$ cat src/rtl/mlpwm_pkg.sv
package mlpwm_pkg;
  typedef enum logic [1:0] {
    DISP_ALIGNED   = 2'd0,
    DISP_FLIPPED   = 2'd1,
    DISP_SPLIT     = 2'd2,
    DISP_ALTERNATE = 2'd3
  } disp_e;

  // band k inverted under disposition d, n bands in the stack
  function automatic logic band_inverted(disp_e d, int k, int n);
    case (d)
      DISP_ALIGNED:   return 1'b0;
      DISP_FLIPPED:   return 1'b1;
      DISP_SPLIT:     return (k < n / 2);
      default:        return (k % 2) == 1;
    endcase
  endfunction
endpackage

$ cat src/rtl/mlpwm_carrier.sv
module mlpwm_carrier #(
  parameter int PH_W = 10,
  parameter int HB   = 9
) (
  input  logic [PH_W-1:0] ph_i,
  input  logic            stair_i,
  output logic [HB:0]     off_up_o,
  output logic [HB:0]     off_dn_o
);
  localparam int TRI_W = PH_W - 1;
  localparam int QL    = HB - 3;

  logic [TRI_W-1:0] tri_raw;
  logic [HB-1:0]    tri_up, tri_dn;

  assign tri_raw = ph_i[PH_W-1] ? ~ph_i[TRI_W-1:0] : ph_i[TRI_W-1:0];

  generate
    if (TRI_W >= HB) begin : g_trunc
      assign tri_up = tri_raw[TRI_W-1 -: HB];
    end else begin : g_pad
      assign tri_up = {tri_raw, {(HB-TRI_W){1'b0}}};
    end
  endgenerate

  assign tri_dn = ~tri_up;

  // round to nearest of eight steps per band
  function automatic logic [HB:0] to_stair(logic [HB-1:0] t);
    logic [HB:0] s;
    s = {1'b0, t} + (HB+1)'(1 << (QL - 1));
    return {s[HB:QL], {QL{1'b0}}};
  endfunction

  assign off_up_o = stair_i ? to_stair(tri_up) : {1'b0, tri_up};
  assign off_dn_o = stair_i ? to_stair(tri_dn) : {1'b0, tri_dn};
endmodule

$ cat src/rtl/mlpwm_phase.sv
module mlpwm_phase
  import mlpwm_pkg::*;
#(
  parameter int DATA_W  = 12,
  parameter int N_BANDS = 8,
  parameter int HB      = 9,
  parameter int LVL_W   = 4
) (
  input  logic                     clk_i,
  input  logic                     rst_ni,
  input  logic signed [DATA_W-1:0] ref_i,
  input  logic [HB:0]              off_up_i,
  input  logic [HB:0]              off_dn_i,
  input  disp_e                    disp_i,
  output logic [N_BANDS-1:0]       bits_o,
  output logic [LVL_W-1:0]         level_o
);
  localparam int CW    = DATA_W + 2;
  localparam int CNT_W = $clog2(N_BANDS + 1);

  logic signed [CW-1:0] ref_ext;
  logic [N_BANDS-1:0]   bits_q;

  assign ref_ext = {{2{ref_i[DATA_W-1]}}, ref_i};

  for (genvar k = 0; k < N_BANDS; k++) begin : g_band
    localparam int FLOOR = -(2 ** (DATA_W - 1)) + k * (2 ** HB);
    logic                 inv;
    logic [HB:0]          off;
    logic signed [CW-1:0] car;

    assign inv = band_inverted(disp_i, k, N_BANDS);
    assign off = inv ? off_dn_i : off_up_i;
    assign car = $signed(CW'(FLOOR)) + $signed({{(CW-HB-1){1'b0}}, off});

    always_ff @(posedge clk_i or negedge rst_ni) begin
      if (!rst_ni)            bits_q[k] <= 1'b0;
      else if (ref_ext > car) bits_q[k] <= 1'b1;
      else if (ref_ext < car) bits_q[k] <= 1'b0;
    end
  end

  logic [CNT_W-1:0] cnt;
  always_comb begin
    cnt = '0;
    for (int k = 0; k < N_BANDS; k++) cnt = cnt + CNT_W'(bits_q[k]);
  end

  assign bits_o  = bits_q;
  assign level_o = LVL_W'(cnt) - LVL_W'(N_BANDS / 2);
endmodule

$ cat src/rtl/mlpwm_top.sv
module mlpwm_top
  import mlpwm_pkg::*;
#(
  parameter int DATA_W  = 12,
  parameter int N_BANDS = 8,
  parameter int N_PH    = 3,
  parameter int PH_W    = 10,
  parameter int LVL_W   = $clog2(N_BANDS / 2 + 1) + 1
) (
  input  logic                              clk_i,
  input  logic                              rst_ni,
  input  logic [1:0]                        mode_i,
  input  logic                              shape_i,
  input  logic [PH_W-1:0]                   ph_i,
  input  logic [N_PH-1:0][DATA_W-1:0]       ref_i,
  output logic [N_PH-1:0][N_BANDS-1:0]      bits_o,
  output logic [N_PH-1:0][LVL_W-1:0]        level_o
);
  localparam int HB = DATA_W - $clog2(N_BANDS);

  disp_e       disp_q, disp_eff;
  logic        stair_q, stair_eff;
  logic        boundary;
  logic [HB:0] off_up, off_dn;

  assign boundary  = (ph_i == '0);
  assign disp_eff  = boundary ? disp_e'(mode_i) : disp_q;
  assign stair_eff = boundary ? shape_i : stair_q;

  always_ff @(posedge clk_i or negedge rst_ni) begin
    if (!rst_ni) begin
      disp_q  <= DISP_ALIGNED;
      stair_q <= 1'b0;
    end else if (boundary) begin
      disp_q  <= disp_e'(mode_i);
      stair_q <= shape_i;
    end
  end

  mlpwm_carrier #(.PH_W(PH_W), .HB(HB)) u_carrier (
    .ph_i     (ph_i),
    .stair_i  (stair_eff),
    .off_up_o (off_up),
    .off_dn_o (off_dn)
  );

  for (genvar p = 0; p < N_PH; p++) begin : g_phase
    mlpwm_phase #(
      .DATA_W (DATA_W),
      .N_BANDS(N_BANDS),
      .HB     (HB),
      .LVL_W  (LVL_W)
    ) u_phase (
      .clk_i    (clk_i),
      .rst_ni   (rst_ni),
      .ref_i    (ref_i[p]),
      .off_up_i (off_up),
      .off_dn_i (off_dn),
      .disp_i   (disp_eff),
      .bits_o   (bits_o[p]),
      .level_o  (level_o[p])
    );
  end
endmodule

$ cat config.mk
export PLATFORM = sky130hd
export DESIGN_NAME = mlpwm_top
export DESIGN_NICKNAME = d
export VERILOG_FILES = /design/src/rtl/mlpwm_pkg.sv /design/src/rtl/mlpwm_carrier.sv /design/src/rtl/mlpwm_phase.sv /design/src/rtl/mlpwm_top.sv
export SDC_FILE = /design/constraint.sdc
export NUM_CORES = 1
export LEC_CHECK = 0
export ABC_AREA = 1
export BUFFER_PORTS_ARGS = -buffer_cell sky130_fd_sc_hd__buf_2
export CAP_MARGIN = 15
export CORE_MARGIN = 4
export CORE_UTILIZATION = 32
export CTS_BUF_LIST = sky130_fd_sc_hd__clkbuf_4
export DETAILED_ROUTE_END_ITERATION = 8
export PLACE_DENSITY = 0.52
export SLEW_MARGIN = 15
export SYNTH_ARGS = -nofsm -noshare
export SYNTH_HDL_FRONTEND = slang
export SYNTH_SLANG_ARGS = --single-unit
$ cat constraint.sdc
create_clock -name clk_i -period 2.6 [get_ports clk_i]
set_input_delay 0.13 -clock clk_i [delete_from_list [all_inputs] [get_ports clk_i]]
set_output_delay 0.13 -clock clk_i [all_outputs]
set_load 0.01 [all_outputs]
Word level (Yosys, flattened, before mapping)
Index checks and enable logic that the tools add are counted.

storage, ports and cells
  input port bits = 51
  register bits after elaboration = 27
  output and inout port bits = 36
  logic and storage cells = 198

cells by class
  equality and inequality tests = 2
  magnitude comparators = 48
  bitwise logic cells = 2
  reductions and logical operators = 28
  muxes and demuxes = 59
  $add $sub $neg = 33

operators with widths
  cell                                               count
  greater-than comparator 12 x 13 -> 1 bit           12
  < comparator 12 x 13 -> 1 bit                      12
  greater-than comparator 12 bit                     9
  < comparator 12 bit                                9
  adder 4 x 1 -> 4 bit                               18
  2-to-1 mux 10 bit                                  6
  2-to-1 mux 1 bit                                   51
  nonzero test 2 bit                                 24
  greater-than comparator 12 x 11 -> 1 bit           3
  < comparator 12 x 11 -> 1 bit                      3
  adder 12 x 11 -> 13 bit (first input constant)     2
  adder 11 x 10 -> 12 bit (first input constant)     2
  adder 9 x 6 -> 10 bit (second input constant)      2
  NOT 9 bit                                          2
  adder 10 x 11 -> 12 bit (first input constant)     1
  adder 11 x 11 -> 12 bit (first input constant)     1
  subtractor 4 x 3 -> 4 bit (second input constant)  3
  adder 10 x 10 -> 11 bit (first input constant)     1
  logical NOT 10 bit                                 1
  2-to-1 mux 9 bit                                   1
  adder 1 x 1 -> 2 bit                               3
  OR reduction 2 bit                                 2
  == test 2 x 1 -> 1 bit (second input constant)     1
  == test 2 bit (second input constant)              1
  2 further kinds                                    2

Logic depth before layout (Yosys ltp)
  depth in word-level cells = 10
  mapped depth = 24
  gate-level depth less buffers = 23

Hierarchy
A second synthesis with hierarchy kept.

unflattened totals
  cells, all modules = 1,339
  area, all modules = 8,116.5 um^2

modules (own cells, without submodules)
  module                             area an instance (um^2)  cells each  times used  seq. area each (um^2)
  mlpwm_phase at g_phase[2].u_phase  2,538.7                  413         1           200.2
  mlpwm_phase at g_phase[1].u_phase  2,509.9                  415         1           200.2
  mlpwm_phase at g_phase[0].u_phase  2,503.7                  414         1           200.2
  mlpwm_carrier                      379.1                    71          1           0.0
  mlpwm_top                          185.2                    26          1           75.1

Worst setup path after synthesis
Ideal clock, no wire load.

  path kind = input port to flip-flop
  start point = input ph_i[9]
  end point = register g_phase[2].u_phase.bits_q[7]
  slack = -714 ps
  cell stages on the path = 19
  data arrival time = 3,197 ps
  path through = inv_1 -> ha_1 -> nand2_1 -> nor2_1 -> nand3_2 -> nand2_2 -> nand2_4 -> buf_4 -> o21ai_0 -> inv_1 -> ha_1 -> nand2_1 -> nor2_1 -> a2111oi_0 -> nand2_1 -> a21oi_1 -> nand2_1 -> nand2_1 -> nor2_1

between the ends
  longest elaborated chain between the ends = 8
  elaborated cells on any way between the ends = 18

RTL lines
  element                                                                                    RTL line                              source
  start, declared                                                                            mlpwm_top.sv:14                       input logic [PH_W-1:0] ph_i,
  2-to-1 mux 9 bit or logical NOT 10 bit (tied branches)                                     mlpwm_carrier.sv:16, mlpwm_top.sv:26
  NOT 9 bit or 2-to-1 mux 2 bit (tied branches)                                              n/a
  adder 9 x 6 -> 10 bit, or another cell as far along                                        mlpwm_carrier.sv:31                   s = {1'b0, t} + (HB+1)'(1 << (QL - 1));
  2-to-1 mux 10 bit or OR reduction 2 bit (tied branches)                                    n/a
  2-to-1 mux 10 bit (*)                                                                      mlpwm_phase.sv:33                     assign off = inv ? off_dn_i : off_up_i;
  adder 11 x 10 -> 12 bit (*)                                                                mlpwm_phase.sv:34                     assign car = $signed(CW'(FLOOR)) + $signed({{(CW-HB-1){1'b0}}, off});
  greater-than comparator 12 x 13 -> 1 bit or < comparator 12 x 13 -> 1 bit (tied branches)  mlpwm_phase.sv:38, mlpwm_phase.sv:39
  2-to-1 mux 1 bit or nonzero test 2 bit (tied branches)                                     n/a
  end signal, assigned by index                                                              mlpwm_phase.sv:37                     if (!rst_ni) bits_q[k] <= 1'b0;
  end signal, assigned by index                                                              mlpwm_phase.sv:38                     else if (ref_ext > car) bits_q[k] <= 1'b1;
  end signal, assigned by index                                                              mlpwm_phase.sv:39                     else if (ref_ext < car) bits_q[k] <= 1'b0;
  end, declared                                                                              mlpwm_phase.sv:22                     logic [N_BANDS-1:0] bits_q;

Every way passes the cells marked *; elsewhere a longest branch is shown, timed or not.
A chain may end at the register's enable or synchronous reset.

==> impl_metrics.ini <==
[global_routing]
grt.overflow.total = 0
top_usage_layer = met2
grt_pass1_wl_um = 53320
grt_start_max_net_pins = 28
met1_usage = 0.3439
grtUsageTotal = 0.2558
grtUsageMet3 = 0.02861
grt_pass1_vias = 9818
grt_use_met2 = 0.4227
antenna_found_initial = 0

[logic_synthesis]
synth-async-reset-ratio = 1.000
synthesis.nets = 1580
netlist_instances = 1459
synth_edf_count = 0
synth.most_common_cell = nand2_1
synth_cell_types = 47
synth_area_leaders = nand2_1 (26%), inv_1 (9.4%), nand3_1 (9.2%), ha_1 (8.8%), dfrtp_1 (8.6%)
netlist_area_um2 = 7816
yosysWarnings = 0
syn_area_per_cell_um2 = 5.357
ys_seq_area_frac = 0.08644
yosysTopAreaCell = nand2_1
yosys-top-cells-count = nand2_1 (551), inv_1 (196), nor2_1 (175)
synthFlopType = dfrtp_1
ys_ff_latch = 27
synth_top_area_share = 0.2646

[power_and_ir_drop]
ir_drop_mv = 0.2203
power-per-cell-area_nw_per_um2 = 313.9
power_mw = 3.495
power_leakage_nw = 6.327

[clock_network]
htree_levels = 1
clk-insertion-delay-late_ns = 0.40
clock_path_buffers = 2
root_buffer = clkbuf_4
path_clk_slew_ns = 0.21
cts_tree = built
cts_inserted_buffers = 3
cts_sinks = 27

[floorplanning]
die_w_um = 164.3
die_area_um2 = 26990
die-height_um = 164.3
rows = 56
start_util = 0.3291
core_region_area_um2 = 23750
io_pins = 87

[setup_path]
worst_r2r_path_depth = 15
critPathLaunchType = flip-flop
r2r-end = g_phase[2].u_phase.bits_o[3]$_DFFE_PN0P_
end_kind = primary output
worstPathArrival_ns = 3.21
critical_path_class = reg -> out
reg2reg_from = stair_q$_DFF_PN0_
reg2reg_slack_ns = 0.11
crit_fanout = 2
cp_data_required_time_ns = 2.47

[cells_and_area]
final_cell_area_um2 = 11130
seqCellArea_um2 = 675.6
multi_input_area_um2 = 6560
antennaDiodeCount = 0
syn2layout_area_growth_pct = 42.44
post-route-util = 0.4687
final.fill_count = 2582
layout.nets = 1936
drive_gt1_frac = 0.2867

[sta]
finalWorstSetupSlack_ns = -0.7381
slew_headroom = 0.4893
period_needed_ns = 3.338
rsz0062_at_grt = yes
worstMarginPinSlew_ns = 0.7660
fin_crit_sh = 1.284
finClkSkew_ns = 0.01001
max_freq_ghz = 0.2996
drv_slew = 0
hold_violations = 0
setup_violations = 12

[status]
outcome = complete, but fails checks
violations = negative setup slack

[routing]
drtIter0Drc = 726
vias_per_cell = 4.935
routed_wirelength_um = 35150
drc = 0
drt_pass1_iterations = 6
postRouteAntennaNets = 0
wire_per_inst_um = 16.48
num_vias = 10530

[placed_design]
finalWeightedCongestion = 1.062
numPortBuffers = 86
placed_area_um2 = 10770
hpwl_um = 29750

[worst_hold_path]
whs_endpoint = g_phase[2].u_phase.bits_o[6]$_DFFE_PN0P_
hold_path.startpoint = ref_i[34]
hold_class = in -> reg
min_path_cells = 3

[job]
cap_violations = 0
-- where the power goes --
group	internal, mW	switching [mW]
combinational	1.20	1.57
sequential	0.451	0.0311
clock	0.0592	0.190
-- repair_timing --
item	4_1_cts	5_1_grt
gates resized for setup	8	49
endpoints found under the setup margin	12	33
hold buffers	1	0
gates cloned	0	1
pin swaps	2	8
hold endpoints to repair	27	0
buffers inserted	1	5
-- stage by stage --
step	instances	worst slack [ns]	hold WS [ns]	setup TNS, ns
global placement	2121	-0.1940	0.2382	-3.687
global route	2133	-0.8319	0.1137	-8.009
CTS	2127	-0.7201	0.07483	-6.643
floorplan	1459	-0.1299	-0.1656	-0.9180
finish	2133	-0.7381	0.09546	-6.449
detailed placement	2121	-0.2547	0.2471	-4.979
-- placed cells by master, fill, tap and decap left out, types with 8 or more instances in the layout --
cell and count:
nand2_1 545, buf_4 266, inv_1 185, nor2_1 171
nand3_1 142, buf_2 79, nand2_2 45, ha_1 45
o21ai_0 31, a21oi_1 30, dfrtp_1 27, nor2_2 20
nor3_1 20, nand4_1 18, o21ai_1 15, inv_2 13
nand3_2 12, ha_4 10, buf_6 10, fa_1 9
buf_12 9, nand2_4 8, nand3b_1 8
-- per-layer routing --
| layer | wire length (µm) | share of wire |
|---|---|---|
| met3 | 2259 | 0.064 |
| met4 | 1586 | 0.045 |
| met2 | 15990 | 0.45 |
| met5 | 0 | 0 |
| met1 | 15320 | 0.44 |
-- how the worst max path moves through the flow --
stage / slack, ns / cells past startpoint / endpoint / start
2_1_floorplan: -0.13 / 8 / level_o[10] / g_phase[2].u_phase.bits_o[0]$_DFFE_PN0P_
3_3_place_gp: -0.19 / 8 / level_o[5] / g_phase[1].u_phase.bits_o[0]$_DFFE_PN0P_
3_5_place_dp: -0.25 / 9 / level_o[2] / g_phase[0].u_phase.bits_o[1]$_DFFE_PN0P_
4_1_cts: -0.72 / 9 / level_o[2] / g_phase[0].u_phase.bits_o[1]$_DFFE_PN0P_
5_1_grt: -0.83 / 9 / level_o[6] / g_phase[1].u_phase.bits_o[0]$_DFFE_PN0P_
6_report: -0.74 / 9 / level_o[2] / g_phase[0].u_phase.bits_o[1]$_DFFE_PN0P_
-- state kept, by name, summed over array words and instances (netlist names) --
signal,flops
g_phase.u_phase.bits_o,24
disp_q,2
stair_q,1
-- worst max-delay path: stages (launching register included) --
cell     delay, ns
dfrtp_1       0.47
ha_4          0.28
inv_2         0.03
fa_1          0.47
fa_1          0.49
inv_1         0.05
fa_2          0.36
fa_2          0.37
xnor2_2       0.14
buf_2         0.14
-- cells by family after synthesis --
group,share of synthesized area
AOI/OAI and AO/OA,0.08564
and+or+nand+nor,0.5793
DFF,0.08644
adders and majority gates,0.1265
buffers and inverters,0.1132
xor gates and xnor gates,0.008965
-- final cells by class --
| type | instances | area share |
|---|---|---|
| Timing Repair Buffer | 365 | 0.2421 |
| Inverter | 202 | 0.06889 |
| Sequential cell | 27 | 0.06069 |
| Multi-Input combinational cell | 1215 | 0.5892 |
| Clock buffer | 3 | 0.002023 |
| Timing Repair inverter | 1 | 0.0005619 |
| Tap cell | 319 | 0.03585 |
| Clock inverter | 1 | 0.0006743 |
Power figures use the tool's default switching activity.
